### config.mk
export PLATFORM = sky130hd
export DESIGN_NAME = dram_sram_bridge
export DESIGN_NICKNAME = d
export VERILOG_FILES = /design/src/rtl/bridge_pkg.sv /design/src/rtl/sync_pipe.sv /design/src/rtl/addr_rebuild.sv /design/src/rtl/read_steer.sv /design/src/rtl/dram_sram_bridge.sv
export SDC_FILE = /design/constraint.sdc
export NUM_CORES = 1
export LEC_CHECK = 0
export BUFFER_PORTS_ARGS = -buffer_cell sky130_fd_sc_hd__buf_2
export CAP_MARGIN = 20
export CORE_ASPECT_RATIO = 1.2
export CORE_MARGIN = 5
export CORE_UTILIZATION = 30
export CTS_CLUSTER_SIZE = 14
export DETAILED_ROUTE_END_ITERATION = 7
export GPL_TIMING_DRIVEN = 0
export HOLD_SLACK_MARGIN = 0.1
export SETUP_SLACK_MARGIN = 0.02
export SLEW_MARGIN = 10
export SYNTH_ARGS = -nofsm -noshare
export SYNTH_HDL_FRONTEND = slang
export SYNTH_SLANG_ARGS = --single-unit
### constraint.sdc
create_clock -name clk -period 2.6 [get_ports clk]
set_input_delay 0.39 -clock clk [delete_from_list [all_inputs] [get_ports clk]]
set_output_delay 0.39 -clock clk [all_outputs]
set_load 0.01 [all_outputs]
### src/rtl/bridge_pkg.sv
// Shared constants of the multiplexed-DRAM-to-SRAM bridge.
// Assumes a word-wide SRAM split into two byte lanes.
package bridge_pkg;
    localparam int HALF_W  = 9;
    localparam int WORD_W  = 16;
    localparam int LANES   = 2;
    localparam int LANE_W  = WORD_W / LANES;
    localparam int SRAM_AW = 2 * HALF_W + 1;
    localparam int SYNC_STAGES = 2;
endpackage

### src/rtl/sync_pipe.sv
// Fixed-depth register pipe used both as a strobe synchronizer and as an
// alignment delay for the buses that must stay in step with the strobes.
// Assumes buses are stable long enough that the delayed copy is clean.
module sync_pipe #(
    parameter int W = 4,
    parameter int STAGES = 2,
    parameter logic [W-1:0] RST_VAL = '0
) (
    input  logic         clk,
    input  logic         rst_n,
    input  logic [W-1:0] d,
    output logic [W-1:0] q
);
    logic [W-1:0] stage_q [STAGES];

    generate
        for (genvar s = 0; s < STAGES; s++) begin : g_stage
            // Shift one stage per clock.
            always_ff @(posedge clk) begin
                if (!rst_n)      stage_q[s] <= RST_VAL;
                else if (s == 0) stage_q[s] <= d;
                else             stage_q[s] <= stage_q[(s > 0) ? s - 1 : 0];
            end
        end
    endgenerate

    assign q = stage_q[STAGES-1];
endmodule

### src/rtl/addr_rebuild.sv
// Captures the row and column halves on the synchronized strobe falls and
// tracks whether a column phase is open. Assumes the half-address pipe is
// delayed by the same stages as the strobes.
module addr_rebuild
    import bridge_pkg::*;
(
    input  logic              clk,
    input  logic              rst_n,
    input  logic              row_s,
    input  logic              row_fall,
    input  logic              col_s,
    input  logic              col_fall,
    input  logic [HALF_W-1:0] half_s,
    input  logic              bank_s,
    input  logic              owner_s,
    output logic [HALF_W-1:0] row_q,
    output logic [HALF_W-1:0] col_q,
    output logic              bank_q,
    output logic              owner_q,
    output logic              col_active
);
    logic row_open_q;

    // Row half capture and row-open tracking.
    always_ff @(posedge clk) begin
        if (!rst_n) begin
            row_q      <= '0;
            row_open_q <= 1'b0;
        end else if (row_s) begin
            row_open_q <= 1'b0;
        end else if (row_fall) begin
            row_q      <= half_s;
            row_open_q <= 1'b1;
        end
    end

    // Column half capture; a column phase opens only inside an open row.
    always_ff @(posedge clk) begin
        if (!rst_n) begin
            col_q      <= '0;
            bank_q     <= 1'b0;
            owner_q    <= 1'b1;
            col_active <= 1'b0;
        end else if (row_s || col_s) begin
            col_active <= 1'b0;
        end else if (col_fall && row_open_q) begin
            col_q      <= half_s;
            bank_q     <= bank_s;
            owner_q    <= owner_s;
            col_active <= 1'b1;
        end
    end


    col_needs_row_chk: assert property (@(posedge clk) disable iff (!rst_n)
        row_s |=> !col_active);

    col_open_from_fall_chk: assert property (@(posedge clk) disable iff (!rst_n)
        $rose(col_active) |-> $past(col_fall) && !$past(row_s));
endmodule

### src/rtl/read_steer.sv
// Generates SRAM enables from the column phase and lane strobes, passes the
// low byte straight through and holds the high byte at the column strobe rise.
// Assumes read data is valid while the column phase is still open.
module read_steer
    import bridge_pkg::*;
(
    input  logic              clk,
    input  logic              rst_n,
    input  logic              col_active,
    input  logic              col_rise,
    input  logic              owner_q,
    input  logic [LANES-1:0]  lane_s,
    input  logic [WORD_W-1:0] rdata,
    output logic              ce_n,
    output logic              oe_n,
    output logic [LANES-1:0]  we_n,
    output logic              dq_oe,
    output logic [LANE_W-1:0] direct_o,
    output logic [LANE_W-1:0] held_o,
    output logic              wanted_o
);
    logic reading;
    logic [LANE_W-1:0] held_q;
    logic wanted_q;

    assign reading = col_active && (&lane_s);

    // Enable decode: each lane's write depends only on its own strobe.
    always_comb begin
        ce_n  = !col_active;
        oe_n  = !reading;
        dq_oe = col_active && !(&lane_s);
        for (int i = 0; i < LANES; i++)
            we_n[i] = !(col_active && !lane_s[i]);
    end

    assign direct_o = reading ? rdata[LANE_W-1:0] : '0;

    // Hold the upper byte when a read column phase closes.
    always_ff @(posedge clk) begin
        if (!rst_n) begin
            held_q   <= '0;
            wanted_q <= 1'b0;
        end else if (col_rise && reading) begin
            held_q   <= rdata[WORD_W-1:LANE_W];
            wanted_q <= !owner_q;
        end
    end

    assign held_o   = held_q;
    assign wanted_o = wanted_q;


    oe_we_excl_chk: assert property (@(posedge clk) disable iff (!rst_n)
        !oe_n |-> (&we_n));

    we_needs_ce_chk: assert property (@(posedge clk) disable iff (!rst_n)
        !(&we_n) |-> !ce_n);

    held_hold_chk: assert property (@(posedge clk) disable iff (!rst_n)
        !$past(col_active) |-> $stable(held_q));

    dq_release_chk: assert property (@(posedge clk) disable iff (!rst_n)
        !col_active |-> !dq_oe && oe_n);
endmodule

### src/rtl/dram_sram_bridge.sv
// Top of the bridge: synchronizes controller inputs, finds strobe edges,
// rebuilds the SRAM word address and steers read/write controls.
// Assumes clk is several times faster than the controller strobes.
module dram_sram_bridge
    import bridge_pkg::*;
(
    input  logic               clk,
    input  logic               rst_n,
    input  logic [HALF_W-1:0]  mux_addr_i,
    input  logic               row_stb_n_i,
    input  logic               col_stb_n_i,
    input  logic [LANES-1:0]   lane_wr_n_i,
    input  logic               bank_sel_i,
    input  logic               owner_cpu_i,
    input  logic [WORD_W-1:0]  wr_data_i,
    output logic [LANE_W-1:0]  rd_direct_o,
    output logic [LANE_W-1:0]  rd_held_o,
    output logic               held_wanted_o,
    output logic [SRAM_AW-1:0] sram_addr_o,
    output logic               sram_ce_n_o,
    output logic               sram_oe_n_o,
    output logic [LANES-1:0]   sram_we_n_o,
    output logic [WORD_W-1:0]  sram_wdata_o,
    output logic               sram_dq_oe_o,
    input  logic [WORD_W-1:0]  sram_rdata_i
);
    localparam int STB_W = LANES + 2;
    localparam int BUS_W = HALF_W + WORD_W + 2;

    logic [STB_W-1:0] stb_s, stb_prev;
    logic [BUS_W-1:0] bus_s;
    logic row_fall, col_fall, col_rise;
    logic [HALF_W-1:0] row_q, col_q;
    logic bank_q, owner_q, col_active;

    sync_pipe #(.W(STB_W), .STAGES(SYNC_STAGES), .RST_VAL({STB_W{1'b1}})) u_stb_sync (
        .clk(clk), .rst_n(rst_n),
        .d({lane_wr_n_i, col_stb_n_i, row_stb_n_i}), .q(stb_s));

    sync_pipe #(.W(BUS_W), .STAGES(SYNC_STAGES), .RST_VAL({BUS_W{1'b0}})) u_bus_align (
        .clk(clk), .rst_n(rst_n),
        .d({owner_cpu_i, bank_sel_i, wr_data_i, mux_addr_i}), .q(bus_s));

    // Previous synchronized strobes for edge detection.
    always_ff @(posedge clk) begin
        if (!rst_n) stb_prev <= {STB_W{1'b1}};
        else        stb_prev <= stb_s;
    end

    assign row_fall = stb_prev[0] && !stb_s[0];
    assign col_fall = stb_prev[1] && !stb_s[1];
    assign col_rise = !stb_prev[1] && stb_s[1];

    addr_rebuild u_addr (
        .clk(clk), .rst_n(rst_n),
        .row_s(stb_s[0]), .row_fall(row_fall),
        .col_s(stb_s[1]), .col_fall(col_fall),
        .half_s(bus_s[HALF_W-1:0]),
        .bank_s(bus_s[BUS_W-2]), .owner_s(bus_s[BUS_W-1]),
        .row_q(row_q), .col_q(col_q), .bank_q(bank_q),
        .owner_q(owner_q), .col_active(col_active));

    read_steer u_steer (
        .clk(clk), .rst_n(rst_n),
        .col_active(col_active), .col_rise(col_rise), .owner_q(owner_q),
        .lane_s(stb_s[STB_W-1:2]), .rdata(sram_rdata_i),
        .ce_n(sram_ce_n_o), .oe_n(sram_oe_n_o), .we_n(sram_we_n_o),
        .dq_oe(sram_dq_oe_o), .direct_o(rd_direct_o),
        .held_o(rd_held_o), .wanted_o(held_wanted_o));

    assign sram_addr_o  = {bank_q, col_q, row_q};
    assign sram_wdata_o = bus_s[HALF_W +: WORD_W];


    addr_stable_chk: assert property (@(posedge clk) disable iff (!rst_n)
        (col_active && $past(col_active)) |-> $stable(sram_addr_o));
endmodule

* After elaboration in Yosys (flattened, before gate mapping)
Memory sizes are Yosys's and may differ from the RTL's. Cells that the tools add are included.
Operators by class: bitwise logic cells 7, muxes and demuxes 7, reduce and logical (&&, ||, !) cells 26
Operators by type and width (count):
- $mux 27 | 2
- $logic_not 1->1 | 11
- $logic_and 1x1->1 | 9
- $mux 4 | 2
- $mux 8 | 1
- $reduce_and 2->1 | 3
- $or 1x1->1 | 4
- $reduce_or 2->1 | 2
- $not 1->1 | 3
- $mux 1 | 2
- $logic_or 1x1->1 | 1
Storage, ports and cells: word-level logic and storage cells 51, memories 2, bits of input ports 49, bits in writable memories 62, register bits after elaboration 33
Memories:
- u_bus_align.stage_q | words 2, width 27, rd ports 2, clocked after Yosys merged registers in 0, wr ports 2, line sync_pipe.sv:14 | logic [W-1:0] stage_q [STAGES];
- u_stb_sync.stage_q | words 2, width 4, rd ports 2, clocked after Yosys merged registers in 0, wr ports 2, line sync_pipe.sv:14

* Longest topological paths before layout
depth in word-level cells 4, depth in mapped cells 6

* By module
Synthesis repeated with hierarchy kept, for this count alone.
Second synthesis, totals: cell total of the unflattened synthesis 288, area, all modules 3214.3 um2
By module, submodules not included:
- sync_pipe (u_bus_align) | sequential area each 1081.0 um2, area an instance 1511.4 um2, times used 1, cells each 113
- addr_rebuild | sequential area each 440.4 um2, area an instance 939.7 um2, times used 1, cells each 96
- read_steer | sequential area each 180.2 um2, area an instance 474.2 um2, times used 1, cells each 55
- sync_pipe (u_stb_sync) | sequential area each 160.2 um2, area an instance 210.2 um2, times used 1, cells each 16
- dram_sram_bridge | sequential area each 40.0 um2, area an instance 78.8 um2, times used 1, cells each 8

* Worst setup path after synthesis
OpenSTA, ideal clock, no wires.
path type register to register, start reg u_addr.col_active, end reg u_steer.held_q[0], in the netlist u_steer.held_o[0], path buffers 2, cell stages (with the launch flop) 7, arrival 1.144 ns, required time 2.528 ns, path slack 1.384 ns, cells stage by stage dfxtp_1 and3_1 buf_6 inv_4 nor3b_2 buf_6 mux2i_1
On the way: longest elaborated chain between the ends 2
RTL lines:
- from (decl) | line addr_rebuild.sv:20 | output logic col_active
- from (signal assigned) | line addr_rebuild.sv:43 | col_active <= 1'b0;
- from (signal assigned) | line addr_rebuild.sv:45 | col_active <= 1'b0;
- from (signal assigned) | line addr_rebuild.sv:50 | col_active <= 1'b1;
- $logic_and 1x1->1 | line read_steer.sv:26 | assign reading = col_active && (&lane_s);
- $logic_and 1x1->1 | line read_steer.sv:44 | end else if (col_rise && reading) begin
- to (signal assigned) | line read_steer.sv:45 | held_q <= rdata[WORD_W-1:LANE_W];
- to (decl) | line read_steer.sv:23 | logic [LANE_W-1:0] held_q;
No other way between the ends. A chain may end at the register's enable or synchronous reset.

* Final worst setup path
start reg u_addr.col_active, end out rd_direct_o[4]
On the way: longest elaborated chain between the ends 2
RTL lines:
- $logic_and 1x1->1 | line read_steer.sv:26
- $mux 8 | line read_steer.sv:37 | assign direct_o = reading ? rdata[LANE_W-1:0] : '0;
- to (decl) | line dram_sram_bridge.sv:16 | output logic [LANE_W-1:0] rd_direct_o,
No other way between the ends.

==> qor.yml <==
overflow: 0
layout-drive-gt1-share_pct: 35.5
totalPowerFinal_mw: 2.94
initial_core_util_pct: 31.0
path_clk_slew_ps: 60
n_fill_cell: 1060
fmax_mhz: 595
setup.worst_path.end_class: "output pin"
netlist_instances: 303
yosysMostFrequentCell: "dfxtp_1"
vias_per_cell: 4.07
seq_area_frac_synth_pct: 60.8
root_buffer: "clkbuf_16"
synth_edf_count: 0
die_w_um: 103
dr_total_vias: 2233
synth_top_area_cell: "dfxtp_1"
status: "finished clean"
rows: 40
final_cells: 549
synthArstFlopShare_pct: 0
design.core.area_um2: 10100
tritoncts: "yes"
power_leakage_nw: 1.86
ioPinCount: 106
diodes: 0
ys_seq_elements: 95
clock_path_buffers: 2
cts_buffers: 9
maxCapViolCount: 0
dpl.hpwl_um: 4900
grt_setup_unrepaired: "false"
grt_max_degree: 16
dp.cells: 533
globalRouteTotalUtil_pct: 10.4
slew_viol_final: 0
tns_ps: 0
dieHeight_um: 122
whs_ps: 233
nNetsFinal: 467
drtIter0Drc: 48
ys.flop_type: "dfxtp_1"
grt_pass1_vias: 2200
wl_per_cell_um: 11.7
fin_crit_ps: 1680
gp_congestion: 0.697
cts_resized: 0
ant_nets: 0
critical_path_class: "flip-flop to output pin"
crit_arrival_ps: 1290
post-route-period-util_pct: 64.6
synth.distinct_cells: 24
io_buffers: 104
setup_viol: 0
required_ps: 2210
drc: 0
synthTopCellsByCount: "dfxtp_1, nand2_1, and2_1"
grt_pass1_wl_um: 10100
cts_sinks: 95
startpoint_type: "flip-flop"
multiInputGateArea_um2: 1010
finalClockSkew_ps: 5.01
path_max_fanout: 9
regArea_um2: 1900
first_pass_iters: 3
yosysWarnings: 0
cts_hold_buf: 0
antenna_found_initial: 0
clk-insertion-delay-late_ps: 340
syn-num-nets: 352
syn2layout_area_growth_pct: 31.2
worstMarginPinSlew_ps: 549
hold_viol_final: 0
cts_setup_buffers: 0
synth.top_cell.area_share_pct: 60.8
avgSynthCellArea_um2: 10.3
slew_headroom_pct: 63.4
holdCritPathClass: "input pin to flip-flop"
yosys-top-cells-area: "dfxtp_1, and2_1, nand2_1"
routed_wl_um: 6430
peakVddDrop_uv: 366
powerDensity_nw_per_um2: 717
dieArea_um2: 12600
synth.cell_area_um2: 3130
htreeDepth: 3
per-stage QoR:
stage / setup slack [ps] / utilization, % / area [um^2]
2_1_floorplan: 1380 / - / 3130
3_3_place_gp: 1270 / 37.7 / 3810
3_5_place_dp: 1210 / 37.7 / 3810
4_1_cts: 885 / 40.6 / 4110
5_1_grt: 842 / 40.6 / 4110
6_report: 920 / 40.6 / 4110
flip-flops by register name, indices dropped and copies added, names as in the netlist:
signal	cells
u_bus_align.stage_q	54
u_addr.col_q	9
u_addr.row_q	9
u_stb_sync.stage_q	8
u_steer.held_o	8
stb_prev	2
u_addr.bank_q	1
u_addr.col_active	1
u_addr.owner_q	1
u_addr.row_open_q	1
u_steer.wanted_o	1
critical path, cell delays in order, from the launching register on:
cell and delay (ps):
dfxtp_1 380, and3_1 190, buf_6 130, and2_2 130, buf_2 120
placed cells by master (no fill, tap or decap), drive strengths merged:
master / count
buf: 125
dfxtp: 95
and2: 62
nand2: 57
clkbuf: 23
a21boi: 19
nand2b: 12
mux2i: 9
clkinv: 3
or2b: 2
a21oi: 2
nor2: 2
clkinvlp: 2
inv: 2
and3: 1
nor2b: 1
nor3b: 1
nor3: 1
nand4bb: 1
and4bb: 1
nand3: 1
bufinv: 1
final timing paths:
check | from | to | slack (ps) | cells after the start
setup / recovery | u_addr.col_active | rd_direct_o[4] | 920 | 4
hold reg to reg | u_stb_sync.stage_q[0][3] | u_stb_sync.stage_q[1][3] | 410 | 1
hold / removal | col_stb_n_i | u_stb_sync.stage_q[0][1] | 230 | 2
setup reg to reg | u_addr.col_active | u_steer.held_o[4] | 1220 | 6
routing by layer:
metal / vias up / GRT usage, % / share of wire (%)
met5: - / 0 / 0
met4: 0 / 4.37 / 1.6
met3: 9 / 4.70 / 9.7
met2: 69 / 17.1 / 47
met1: 1003 / 11.6 / 42
li1: 1152 / - / -
logic make-up after synthesis:
group           synth area share (%)
buf+inv                         7.00
flops                           60.8
simple gates                    24.5
compound gates                  4.88
mux                             2.88
power breakdown:
group,switching (mW),total (mW),internal [mW]
registers,0.0137,1.52,1.50
logic,0.0573,0.133,0.0760
clock network,0.527,1.29,0.765
area by class of cell:
cell class | count | share of cell area [%]
sequential | 95 | 46.3
buffer | 34 | 5.09
clock inverter | 6 | 1.46
timing repair buffer | 104 | 12.7
tap | 126 | 3.84
multi-input combinational | 172 | 24.6
inverter | 2 | 0.244
clock buffer | 10 | 5.82
Note: power is estimated with default switching activity, not from simulation.
